### src/rtl/refresh_pkg.sv
package refresh_pkg;

  typedef enum logic {
    SLOT_IDLE = 1'b0,
    SLOT_BUSY = 1'b1
  } slot_e;

  function automatic int unsigned interval_of(input int unsigned retention_cyc,
                                              input int unsigned rows);
    return retention_cyc / rows;
  endfunction

endpackage

### src/rtl/refresh_timer.sv
module refresh_timer #(
  parameter int unsigned INTERVAL = 366,
  localparam int unsigned TMR_W = $clog2(INTERVAL + 1)
) (
  input  logic clk,
  input  logic rst_n,
  output logic expire
);

  logic [TMR_W-1:0] cnt_q;
  logic [TMR_W-1:0] cnt_d;

  always_comb begin
    expire = (cnt_q == TMR_W'(INTERVAL - 1));
    cnt_d  = expire ? '0 : cnt_q + TMR_W'(1);
  end

  always_ff @(posedge clk or negedge rst_n) begin
    if (!rst_n) cnt_q <= '0;
    else        cnt_q <= cnt_d;
  end

endmodule

### src/rtl/refresh_owed.sv
module refresh_owed #(
  parameter int unsigned OWED_W = 2
) (
  input  logic clk,
  input  logic rst_n,
  input  logic inc,
  input  logic dec,
  output logic pending
);

  localparam logic [OWED_W-1:0] OWED_MAX = {OWED_W{1'b1}};

  logic [OWED_W-1:0] owed_q;
  logic [OWED_W-1:0] owed_d;
  logic              owed_en;

  always_comb begin
    owed_d  = owed_q;
    owed_en = 1'b0;
    unique case ({inc, dec})
      2'b10: begin
        if (owed_q != OWED_MAX) begin
          owed_d  = owed_q + OWED_W'(1);
          owed_en = 1'b1;
        end
      end
      2'b01: begin
        if (owed_q != '0) begin
          owed_d  = owed_q - OWED_W'(1);
          owed_en = 1'b1;
        end
      end
      default: begin
        owed_d  = owed_q;
        owed_en = 1'b0;
      end
    endcase
  end

  always_ff @(posedge clk or negedge rst_n) begin
    if (!rst_n)       owed_q <= '0;
    else if (owed_en) owed_q <= owed_d;
  end

  assign pending = (owed_q != '0);

endmodule

### src/rtl/refresh_rowctr.sv
module refresh_rowctr #(
  parameter int unsigned ROWS = 8192,
  localparam int unsigned ROW_W = $clog2(ROWS)
) (
  input  logic             clk,
  input  logic             rst_n,
  input  logic             adv,
  output logic [ROW_W-1:0] row
);

  logic [ROW_W-1:0] row_q;
  logic [ROW_W-1:0] row_d;

  generate
    if ((ROWS & (ROWS - 1)) == 0) begin : g_pow2
      assign row_d = row_q + ROW_W'(1);
    end else begin : g_mod
      assign row_d = (row_q == ROW_W'(ROWS - 1)) ? '0 : row_q + ROW_W'(1);
    end
  endgenerate

  always_ff @(posedge clk or negedge rst_n) begin
    if (!rst_n)   row_q <= '0;
    else if (adv) row_q <= row_d;
  end

  assign row = row_q;

endmodule

### src/rtl/refresh_sched.sv
module refresh_sched
  import refresh_pkg::*;
#(
  parameter int unsigned ROWS          = 8192,
  parameter int unsigned RETENTION_CYC = 3000000,
  parameter int unsigned OWED_W        = 2,
  localparam int unsigned ROW_W        = $clog2(ROWS),
  localparam int unsigned INTERVAL     = interval_of(RETENTION_CYC, ROWS)
) (
  input  logic             clk,
  input  logic             rst_n,
  output logic             ref_req,
  output logic [ROW_W-1:0] ref_row,
  input  logic             ref_grant,
  input  logic             ref_done,
  output logic             wr_block
);

  logic rst_meta_q;
  logic rst_sync_n;

  always_ff @(posedge clk or negedge rst_n) begin
    if (!rst_n) begin
      rst_meta_q <= 1'b0;
      rst_sync_n <= 1'b0;
    end else begin
      rst_meta_q <= 1'b1;
      rst_sync_n <= rst_meta_q;
    end
  end

  logic  expire;
  logic  pending;
  logic  start;
  logic  finish;
  slot_e slot_q;
  slot_e slot_d;

  refresh_timer #(.INTERVAL(INTERVAL)) u_timer (
    .clk    (clk),
    .rst_n  (rst_sync_n),
    .expire (expire)
  );

  refresh_owed #(.OWED_W(OWED_W)) u_owed (
    .clk     (clk),
    .rst_n   (rst_sync_n),
    .inc     (expire),
    .dec     (finish),
    .pending (pending)
  );

  refresh_rowctr #(.ROWS(ROWS)) u_row (
    .clk   (clk),
    .rst_n (rst_sync_n),
    .adv   (finish),
    .row   (ref_row)
  );

  always_comb begin
    start  = (slot_q == SLOT_IDLE) && pending && ref_grant;
    finish = (slot_q == SLOT_BUSY) && ref_done;
    slot_d = slot_q;
    if (start)  slot_d = SLOT_BUSY;
    if (finish) slot_d = SLOT_IDLE;
  end

  always_ff @(posedge clk or negedge rst_sync_n) begin
    if (!rst_sync_n) slot_q <= SLOT_IDLE;
    else             slot_q <= slot_d;
  end

  assign ref_req  = pending && (slot_q == SLOT_IDLE);
  assign wr_block = (slot_q == SLOT_BUSY);

endmodule

### config.mk
export PLATFORM = sky130hd
export DESIGN_NAME = refresh_sched
export DESIGN_NICKNAME = d
export VERILOG_FILES = /design/src/rtl/refresh_pkg.sv /design/src/rtl/refresh_timer.sv /design/src/rtl/refresh_owed.sv /design/src/rtl/refresh_rowctr.sv /design/src/rtl/refresh_sched.sv
export SDC_FILE = /design/constraint.sdc
export NUM_CORES = 1
export LEC_CHECK = 0
export ABC_AREA = 1
export BUFFER_PORTS_ARGS = -buffer_cell sky130_fd_sc_hd__buf_2
export CORE_MARGIN = 2
export CORE_UTILIZATION = 50
export DETAILED_ROUTE_END_ITERATION = 7
export PLACE_DENSITY = 0.73
export RECOVER_POWER = 25
export SLEW_MARGIN = 20
export SYNTH_ARGS = -nofsm -noshare
export SYNTH_HDL_FRONTEND = slang
export SYNTH_SLANG_ARGS = --single-unit
export TNS_END_PERCENT = 20
### constraint.sdc
create_clock -name clk -period 0.9 [get_ports clk]
set_clock_uncertainty 0.05 [all_clocks]
set_input_delay 0.135 -clock clk [delete_from_list [all_inputs] [get_ports clk]]
set_output_delay 0.135 -clock clk [all_outputs]
set_load 0.02 [all_outputs]
==> results.json, run 1 <==
{
  "pre_cts_slack_ns": -0.793,
  "drtAntennaViolNets": 0,
  "synth_simple_gate_area_share_pct": 31.4,
  "cpPeakStageDelay_ns": 0.41,
  "finalMaxSlewViolations": 0,
  "place_hpwl_um": 2100,
  "final_nets": 238,
  "yosys_warnings": 0,
  "cp.arrival_ns": 1.89,
  "crit_fanout": 4,
  "synth_edf_count": 0,
  "grt_pass1_vias": 1337,
  "viasPerCell": 4.94,
  "coreArea_um2": 2730,
  "drv_cap": 0,
  "io_buffers": 18,
  "instances_no_fill": 259,
  "grt_pass1_wl_um": 5530,
  "clk_pin_slew_worst_paths_ns": 0.14,
  "num_vias": 1279,
  "fin_setup_tns_ns": -14.19,
  "p_leak_nw": 1.09,
  "synthArstFlopShare_pct": 100,
  "drive_gt1_share_pct": 43.4,
  "fmax_ghz": 0.591,
  "r2r_end": "u_owed.owed_q[0]",
  "grt-ovfl-total": 0,
  "ys_ff_latch": 27,
  "gp_congestion": 0.886,
  "cts_root_buf": "clkbuf_4",
  "htree_levels": 1,
  "grt_max_degree": 26,
  "power_density_nw_per_um2": 849,
  "synthMuxAreaShare_pct": 0,
  "worstSkewPairLatency_ns": 0.33,
  "finalSetupViolCount": 40,
  "fillers": 155,
  "crit_family": "simple AND/OR/NAND/NOR gates",
  "critPathCaptureType": "flip-flop",
  "synth_cell_types": 25,
  "synth_compound_area_share_pct": 4.14,
  "drt_iter0_markers": 32,
  "fin_crit_ns": 1.69,
  "numPlacedInstances": 247,
  "critPathSlowestCell": "dfrtp_1",
  "ios": 19,
  "crit-reg2reg-launch": "u_timer.cnt_q[1]",
  "power.total_mw": 1.81,
  "hold_violations": 0,
  "register_area_um2": 681,
  "synth_cells": 166,
  "path_class": "flip-flop to flip-flop",
  "drt_wl_total_um": 3520,
  "dieArea_um2": 3280,
  "die_w_um": 57.3,
  "cts_num_sinks": 27,
  "multiInputGateArea_um2": 777,
  "cts_tree": "yes",
  "synth_nets": 175,
  "row_count": 19,
  "hp-class": "input pin to asynchronous set/reset pin",
  "final_common_cell": "nand2_1",
  "status": "finished with violations",
  "syn2layout_area_growth_pct": 50.4,
  "synth-main-ff-cell": "dfrtp_1",
  "cts_made_buffers": 3,
  "cp_num_buf_inv": 2,
  "synth_area_per_cell_um2": 8.55,
  "path_common_cell": "nand2_2",
  "rsz0062_at_grt": "true",
  "post-route-drc-count": 0,
  "grt_util_all_layers_pct": 21.5,
  "initial_core_util_pct": 51.9,
  "required_ns": 1.09,
  "synth_area_um2": 1420,
  "utilization_pct": 78.0,
  "failed_checks": "setup timing",
  "r2r_cells": 12,
  "irDropWorstVdd_mv": 0.768,
  "antenna_cells": 0,
  "critPathLaunchType": "flip-flop",
  "path_depth": 12,
  "setup_slack_ns": -0.793,
  "crit_chain": "inv_1 > ha_2 > nand2_2 > nor3_2 > nand2_2 > inv_2 > ha_4 > nand2_2 > o21ai_2 > nand3_2 > nand2_1 > nand2_1",
  "ff2ff_setup_slack_ns": -0.79,
  "synthAdderAreaFrac_pct": 4.41,
  "antenna_found_initial": 0,
  "clock_path_buffers": 2,
  "die_h_um": 57.3,
  "period_share_pct": 188,
  "synth_xor_area_share_pct": 5.56,
  "wl_per_cell_um": 13.6,
  "synth_top_family_by_area": "simple AND/OR/NAND/NOR gates",
  "layout_common_cells": "nand2_1, buf_4, buf_6, dfrtp_1, inv_1",
  "first_pass_iters": 4,
  "synth_seq_area_share_pct": 47.6
}
worst register-to-register path: stages (launching register included):
cell and delay (ns):
dfrtp_1 0.41, inv_1 0.07, ha_2 0.16, nand2_2 0.06
nor3_2 0.15, nand2_2 0.12, inv_2 0.10, ha_4 0.16
nand2_2 0.06, o21ai_2 0.06, nand3_2 0.09, nand2_1 0.06
nand2_1 0.05
how the worst max path moves through the flow:
stage | from | endpoint | slack [ns]
final | u_timer.cnt_q[1] | u_owed.owed_q[0] | -0.79
after global routing | u_timer.cnt_q[1] | u_owed.owed_q[0] | -0.89
after CTS | u_timer.cnt_q[1] | u_owed.owed_q[1] | -0.70
after detailed placement | u_timer.cnt_q[1] | u_owed.owed_q[0] | -0.79
after global placement | u_timer.cnt_q[1] | u_owed.owed_q[1] | -0.73
after floorplan | u_timer.cnt_q[1] | u_owed.owed_q[1] | -0.69
stage by stage:
stage	cell area (um^2)	hold WS (ns)
floorplan	1460	-0.211
global route	2130	0.0494
global placement	1840	-0.130
CTS	2040	0.0362
finish	2130	0.0591
detailed placement	1840	-0.129
sequential cells by signal (all words and copies together) (netlist names):
register,count
u_row.row,13
u_timer.cnt_q,9
u_owed.owed_q,2
rst_meta_q,1
rst_sync_n,1
wr_block,1
Yosys cell counts (all sizes together), types with 2 or more instances:
cell type | instances | area (um^2)
ha | 5 | 62.6
a31oi | 2 | 12.5
a21oi | 6 | 30.0
nand2 | 48 | 195
nor3 | 2 | 10.0
xnor2 | 7 | 61.3
dfrtp | 27 | 676
nor2 | 25 | 130
nand3 | 10 | 72.6
nand4 | 6 | 37.5
xor2 | 2 | 17.5
inv | 21 | 78.8
where the power goes:
group	leakage, nW	switching, mW	internal (mW)
Clock	0.0150	0.372	0.174
Combinational	0.733	0.0303	0.0151
Sequential	0.346	0.00131	1.22
Total	1.09	0.404	1.41
routing by layer:
layer  track usage, %  up-vias  routed length, um
met5                0        -                  0
met4             7.31        0                 44
met3             3.40        7                 98
met2             39.6       26               1970
met1             25.2      603               1410
li1                 -      643                  -
cell type report:
cell class / instances / area share, %
well taps: 31 / 1.82
inverters: 22 / 3.87
clock buffers: 4 / 1.23
repair buffers: 59 / 24.8
flip-flops and latches: 27 / 31.9
multi-input cells: 116 / 36.4
timing repair:
item                                    CTS  global route
resized for setup                        39            23
buffers inserted                          4             3
hold buffers                              2             0
endpoints found under the hold margin     3             0
endpoints found under the setup margin   39            40
pin swaps                                 7             5
cells by family after synthesis:
family	after synthesis
AO/OA/AOI/OAI	10
XOR/XNOR	9
adder cells (fa/ha/maj)	5
buffers and inverters	23
flip-flops	27
other	1
AND/OR/NAND/NOR	91
Note: power is estimated with default switching activity, not from simulation.
==> run 2, diff against run 1 <==
Settings changed: CTS_CLUSTER_DIAMETER set to 30, MAX_ROUTING_LAYER set to met4, SKIP_LAST_GASP set to 1.
==> run 2 against run 1 <==
Net effect: the run still ends with setup timing left; final area is 7.9% lower; maximum frequency grew 0.42%; non-clock buffer count fell by 1; sequential cell count did not move; count of clock-buffer cells in the layout unchanged; wire length shrank 15%; utilization is 6.1 points lower; clock power about the same; sequential power hardly changed; worst setup slack better by 0.0071 ns; first-iteration DRC count is 25% higher; final cell count is 0.39% lower.
==> results.json, run 2 (same netlist as run 1, synthesis figures left out) <==
{
  "grt_max_degree": 26,
  "drtAntennaViolNets": 0,
  "power_density_nw_per_um2": 921,
  "combPwrFrac_pct": 2.5,
  "syn2layout_area_growth_pct": 38.5,
  "fillers": 187,
  "finalSetupViolCount": 39,
  "die_w_um": 57.3,
  "final_nets": 237,
  "largest_reg_flops": 13,
  "hold_violations": 0,
  "place_hpwl_um": 2100,
  "grt_pass1_wl_um": 5090,
  "rsz0062_at_grt": "true",
  "die_h_um": 57.3,
  "required_ns": 1.10,
  "multiInputGateArea_um2": 734,
  "antenna_cells": 0,
  "busiest_layer": "met2",
  "met2_usage_pct": 34.0,
  "irDropWorstVdd_mv": 1.03,
  "p_clk_share_pct": 30.2,
  "coreArea_um2": 2730,
  "fin_crit_ns": 1.69,
  "cp.arrival_ns": 1.88,
  "worstSkewPairLatency_ns": 0.34,
  "holdWs_ns": 0.0590,
  "r2r_cells": 11,
  "register_area_um2": 679,
  "crit_fanout": 4,
  "drt_wl_total_um": 3000,
  "p_int_mw": 1.41,
  "drv_cap": 0,
  "numPlacedInstances": 247,
  "layout_common_cells": "nand2_1, buf_4, dfrtp_1, nor2_1, inv_1",
  "post-route-drc-count": 0,
  "cts_root_buf": "clkbuf_4",
  "pre_cts_slack_ns": -0.793,
  "io_buffers": 18,
  "antenna_found_initial": 0,
  "dieArea_um2": 3280,
  "critPathLaunchType": "flip-flop",
  "ff2ff_setup_slack_ns": -0.79,
  "swShare_pct": 22.3,
  "use_met1_pct": 25.2,
  "drive_gt1_share_pct": 40.5,
  "r2r_end": "u_owed.owed_q[0]",
  "final_common_cell": "nand2_1",
  "htree_levels": 1,
  "setup_slack_ns": -0.786,
  "path_class": "flip-flop to flip-flop",
  "cts_tree": "yes",
  "cpPeakStageDelay_ns": 0.41,
  "instances_no_fill": 258,
  "hp-class": "input pin to asynchronous set/reset pin",
  "grt_util_all_layers_pct": 20.1,
  "clk_pin_slew_worst_paths_ns": 0.14,
  "crit-reg2reg-launch": "u_timer.cnt_q[0]",
  "wl_per_cell_um": 11.6,
  "critPathSlowestCell": "dfrtp_1",
  "drt_iter0_markers": 40,
  "grt_pass1_vias": 1245,
  "sequentialPowerShare_pct": 67.3,
  "clock_path_buffers": 2,
  "first_pass_iters": 4,
  "period_share_pct": 187,
  "crit_chain": "ha_2 > nand2_2 > nor3_2 > nand2_2 > inv_2 > ha_4 > buf_4 > o21ai_2 > nand3_2 > nand2_1 > nand2_1",
  "cts_made_buffers": 3,
  "finalMaxSlewViolations": 0,
  "ios": 19,
  "viasPerCell": 4.88,
  "initial_core_util_pct": 51.9,
  "gp_congestion": 0.901,
  "critPathCaptureType": "flip-flop",
  "fmax_ghz": 0.593,
  "failed_checks": "setup timing",
  "status": "finished with violations",
  "num_vias": 1258,
  "grt-ovfl-total": 0,
  "cts_num_sinks": 27,
  "grtUsageMet3_pct": 2.27,
  "p_leak_nw": 1.07,
  "power.total_mw": 1.81,
  "power.switching_mw": 0.403,
  "row_count": 19
}
## run 2: changes by cell type in the layout (fill, tap and decap cells not counted), sizes merged
cell / change
buf: -1
## run 2: per-stage QoR
step	utilization (%)	cell area [um^2]	TNS [ns]
2_1_floorplan	-	1460	-6.76
3_3_place_gp	67.1	1840	-6.95
3_5_place_dp	67.1	1840	-7.75
4_1_cts	70.4	1930	-13.43
5_1_grt	71.9	1970	-16.57
6_report	71.9	1970	-14.06
## run 2: layout make-up
| cell class | instances | area share, % |
|---|---|---|
| multi-input cells | 116 | 37.4 |
| flip-flops and latches | 27 | 34.6 |
| repair buffers | 58 | 20.6 |
| inverters | 22 | 4.20 |
| well taps | 31 | 1.97 |
| clock buffers | 4 | 1.34 |
## run 2: critical path: cells and delay by family (launching register included)
kind	cells	cell delay [ns]
buf+inv	2	0.21
fa+ha+maj	2	0.37
compound gates	1	0.13
simple gates	6	0.44
flops	1	0.41
## run 2: repair_timing
item | in CTS | in global routing
hold buffers | 2 | 0
endpoints found under the setup margin | 39 | 40
hold endpoints to repair | 3 | 0
resized for setup | 4 | 12
setup buffers | 4 | 2
pin swaps | 3 | 3
## run 2: how the worst max path moves through the flow
| stage | start | to | slack, ns |
|---|---|---|---|
| final | u_timer.cnt_q[0] | u_owed.owed_q[0] | -0.79 |
| after global routing | u_timer.cnt_q[1] | u_owed.owed_q[0] | -0.89 |
| after CTS | u_timer.cnt_q[1] | u_owed.owed_q[1] | -0.70 |
| after detailed placement | u_timer.cnt_q[1] | u_owed.owed_q[0] | -0.79 |
| after global placement | u_timer.cnt_q[1] | u_owed.owed_q[1] | -0.73 |
| after floorplan | u_timer.cnt_q[1] | u_owed.owed_q[1] | -0.69 |
## run 2: layer usage
layer	up-vias	share of wire, %
met3	5	2.9
met2	25	52
li1	639	-
met1	589	43
met5	-	0
met4	0	1.4
## run 2: power by group through the flow
stage / Clock, mW / Sequential, mW / Combinational [mW]
finish: 0.548 / 1.22 / 0.0444
global route: 0.583 / 1.22 / 0.0514
CTS: 0.554 / 1.22 / 0.0530
detailed placement: 0 / 1.24 / 0.0463
global placement: 0 / 1.24 / 0.0447
floorplan: 0 / 1.26 / 0.000689
==> run 3, diff against run 2 <==
Settings changed: ABC_AREA 1 to unset, CORE_UTILIZATION 50 to 49.
==> run 3 against run 2 <==
Net effect: utilization increased by 6.4 points; power up 6.0%; largest cell class unchanged; first-iteration DRC count down 63%; die area fell by 6.8%; synthesized cell count fell by 29%; final cell count shrank 17%; the flow still finishes with violations (setup timing); critical path type unchanged; synthesized area down 9.2%; final area fell by 1.3%; largest power group unchanged; clock power increased by 5.3%; global-route usage is 1.0 points higher; via count down 6.4%; non-clock buffer count increased by 3.
==> results.json, run 3 <==
{
  "drtAntennaViolNets": 0,
  "synth_top_area_cell": "dfrtp_1",
  "crit_fanout": 4,
  "cts_made_buffers": 3,
  "cts_tree": "yes",
  "largest_reg_flops": 13,
  "utilization_pct": 78.3,
  "numPlacedInstances": 203,
  "die_h_um": 55.3,
  "ys_ff_latch": 27,
  "io_buffers": 18,
  "cts_root_buf": "clkbuf_4",
  "final_nets": 193,
  "synth_cell_types": 33,
  "cpPeakStageDelay_ns": 0.43,
  "place_hpwl_um": 2080,
  "fillers": 150,
  "synth_area_per_cell_um2": 10.9,
  "instances_no_fill": 213,
  "synth_seq_area_share_pct": 52.4,
  "finalSetupViolCount": 40,
  "synth_area_um2": 1290,
  "critPathLaunchType": "flip-flop",
  "power_density_nw_per_um2": 990,
  "finalMaxSlewViolations": 0,
  "hold_violations": 0,
  "num_vias": 1178,
  "antenna_cells": 0,
  "setup_slack_ns": -0.988,
  "p_leak_nw": 0.960,
  "drv_cap": 0,
  "period_share_pct": 210,
  "holdWs_ns": 0.0310,
  "synth-main-ff-cell": "dfrtp_1",
  "coreArea_um2": 2480,
  "grt_pass1_vias": 1212,
  "critPathCaptureType": "flip-flop",
  "fmax_ghz": 0.530,
  "ios": 19,
  "cp_num_buf_inv": 2,
  "clock_path_buffers": 2,
  "power.total_mw": 1.92,
  "irDropWorstVdd_mv": 1.06,
  "cp.arrival_ns": 2.08,
  "dieArea_um2": 3060,
  "grt_pass1_wl_um": 5080,
  "crit_family": "simple AND/OR/NAND/NOR gates",
  "clk_pin_slew_worst_paths_ns": 0.17,
  "failed_checks": "setup timing",
  "wl_per_cell_um": 15.4,
  "htree_levels": 1,
  "antenna_found_initial": 0,
  "syn2layout_area_growth_pct": 50.5,
  "critPathSlowestCell": "dfrtp_1",
  "status": "finished with violations",
  "cts_num_sinks": 27,
  "synth.area.top_cells": "dfrtp_1, xnor2_1, ha_1",
  "path_class": "flip-flop to flip-flop",
  "grt_max_degree": 18,
  "drt_iter0_markers": 15,
  "viasPerCell": 5.53,
  "yosysTopAreaCellShare_pct": 52.4,
  "grt_util_all_layers_pct": 21.1,
  "synth_edf_count": 0,
  "synth_nets": 127,
  "grt-ovfl-total": 0,
  "final_common_cell": "buf_4",
  "crit_chain": "inv_2 > ha_4 > nand4bb_4 > nor3_4 > inv_2 > ha_4 > mux2i_1 > nor3_1 > a21o_1",
  "synth_cells": 118,
  "initial_core_util_pct": 52.0,
  "fin_setup_tns_ns": -17.36,
  "fin_crit_ns": 1.89,
  "gp_congestion": 0.872,
  "layout_common_cells": "buf_4, dfrtp_1, buf_2, nand2_1, xnor2_1",
  "first_pass_iters": 4,
  "required_ns": 1.09,
  "drive_gt1_share_pct": 49.2,
  "yosys_warnings": 0,
  "yosys-top-cells-count": "dfrtp_1, nand2_1, xnor2_1",
  "drt_wl_total_um": 3290,
  "post-route-drc-count": 0,
  "rsz0062_at_grt": "true",
  "die_w_um": 55.3,
  "hp-class": "input pin to asynchronous set/reset pin",
  "worstSkewPairLatency_ns": 0.34,
  "synthArstFlopShare_pct": 100,
  "synth.most_common_cell": "dfrtp_1",
  "row_count": 18,
  "register_area_um2": 678,
  "multiInputGateArea_um2": 736
}
[run 3: through the flow]
step / setup WS, ns / area (um^2)
5_1_grt: -1.08 / 1940
4_1_cts: -0.915 / 1860
2_1_floorplan: -0.940 / 1340
3_3_place_gp: -0.819 / 1750
3_5_place_dp: -0.885 / 1750
6_report: -0.988 / 1940
[run 3: metal layers]
layer | global-route usage (%) | vias up | wire length (um)
met5 | - | - | 0
met4 | 8.36 | 0 | 114
met3 | 2.11 | 15 | 123
met2 | 37.8 | 48 | 1740
met1 | 24.2 | 561 | 1310
li1 | - | 554 | -
[run 3: area by class of cell]
cell class,count,share of cell area (%)
multi-input cells,85,37.9
repair buffers,61,22.5
well taps,30,1.94
inverters,6,1.16
flip-flops and latches,27,35.0
clock inverters,1,0.387
clock buffers,3,1.16
[run 3: path summary, 6_finish.rpt]
path	slack [ns]	endpoint	from	cells after the start
min in group clk	0.04	wr_block	ref_done	3
min	0.03	rst_sync_n	rst_n	2
max reg2reg	-0.99	u_owed.owed_q[0]	u_timer.cnt_q[1]	9
max	-0.99	u_owed.owed_q[0]	u_timer.cnt_q[1]	9
max in group asynchronous	0.22	u_timer.cnt_q[5]	rst_sync_n	1
min reg2reg	0.16	wr_block	rst_sync_n	1
[run 3: logic make-up after synthesis]
family | count (synthesis) | share of synthesized area, %
multiplexers | 2 | 1.65
adder cells (fa/ha/maj) | 5 | 4.85
flip-flops | 27 | 52.4
XOR/XNOR | 14 | 9.51
buffers and inverters | 6 | 1.75
AO/OA/AOI/OAI | 16 | 7.96
AND/OR/NAND/NOR | 47 | 21.6
other | 1 | 0.291
[run 3: worst reg2reg max path: cells and delay by family, from the launching register on]
kind | cells | cell delay, ns
adders and majority gates | 2 | 0.33
buffers and inverters | 2 | 0.16
muxes | 1 | 0.17
and+or+nand+nor | 3 | 0.50
DFF | 1 | 0.43
AOI/OAI and AO/OA | 1 | 0.15
[run 3: repair_timing]
action / in CTS / in global routing
hold buffers: 2 / 0
setup endpoints to repair: 40 / 40
setup buffers: 2 / 3
endpoints found under the hold margin: 3 / 0
resized for setup: 15 / 16
pin swaps: 1 / 10
[run 3: power by group]
part / switching (mW) / internal [mW]
clock: 0.407 / 0.170
combinational: 0.0535 / 0.0448
sequential: 0.0152 / 1.23
total: 0.475 / 1.44
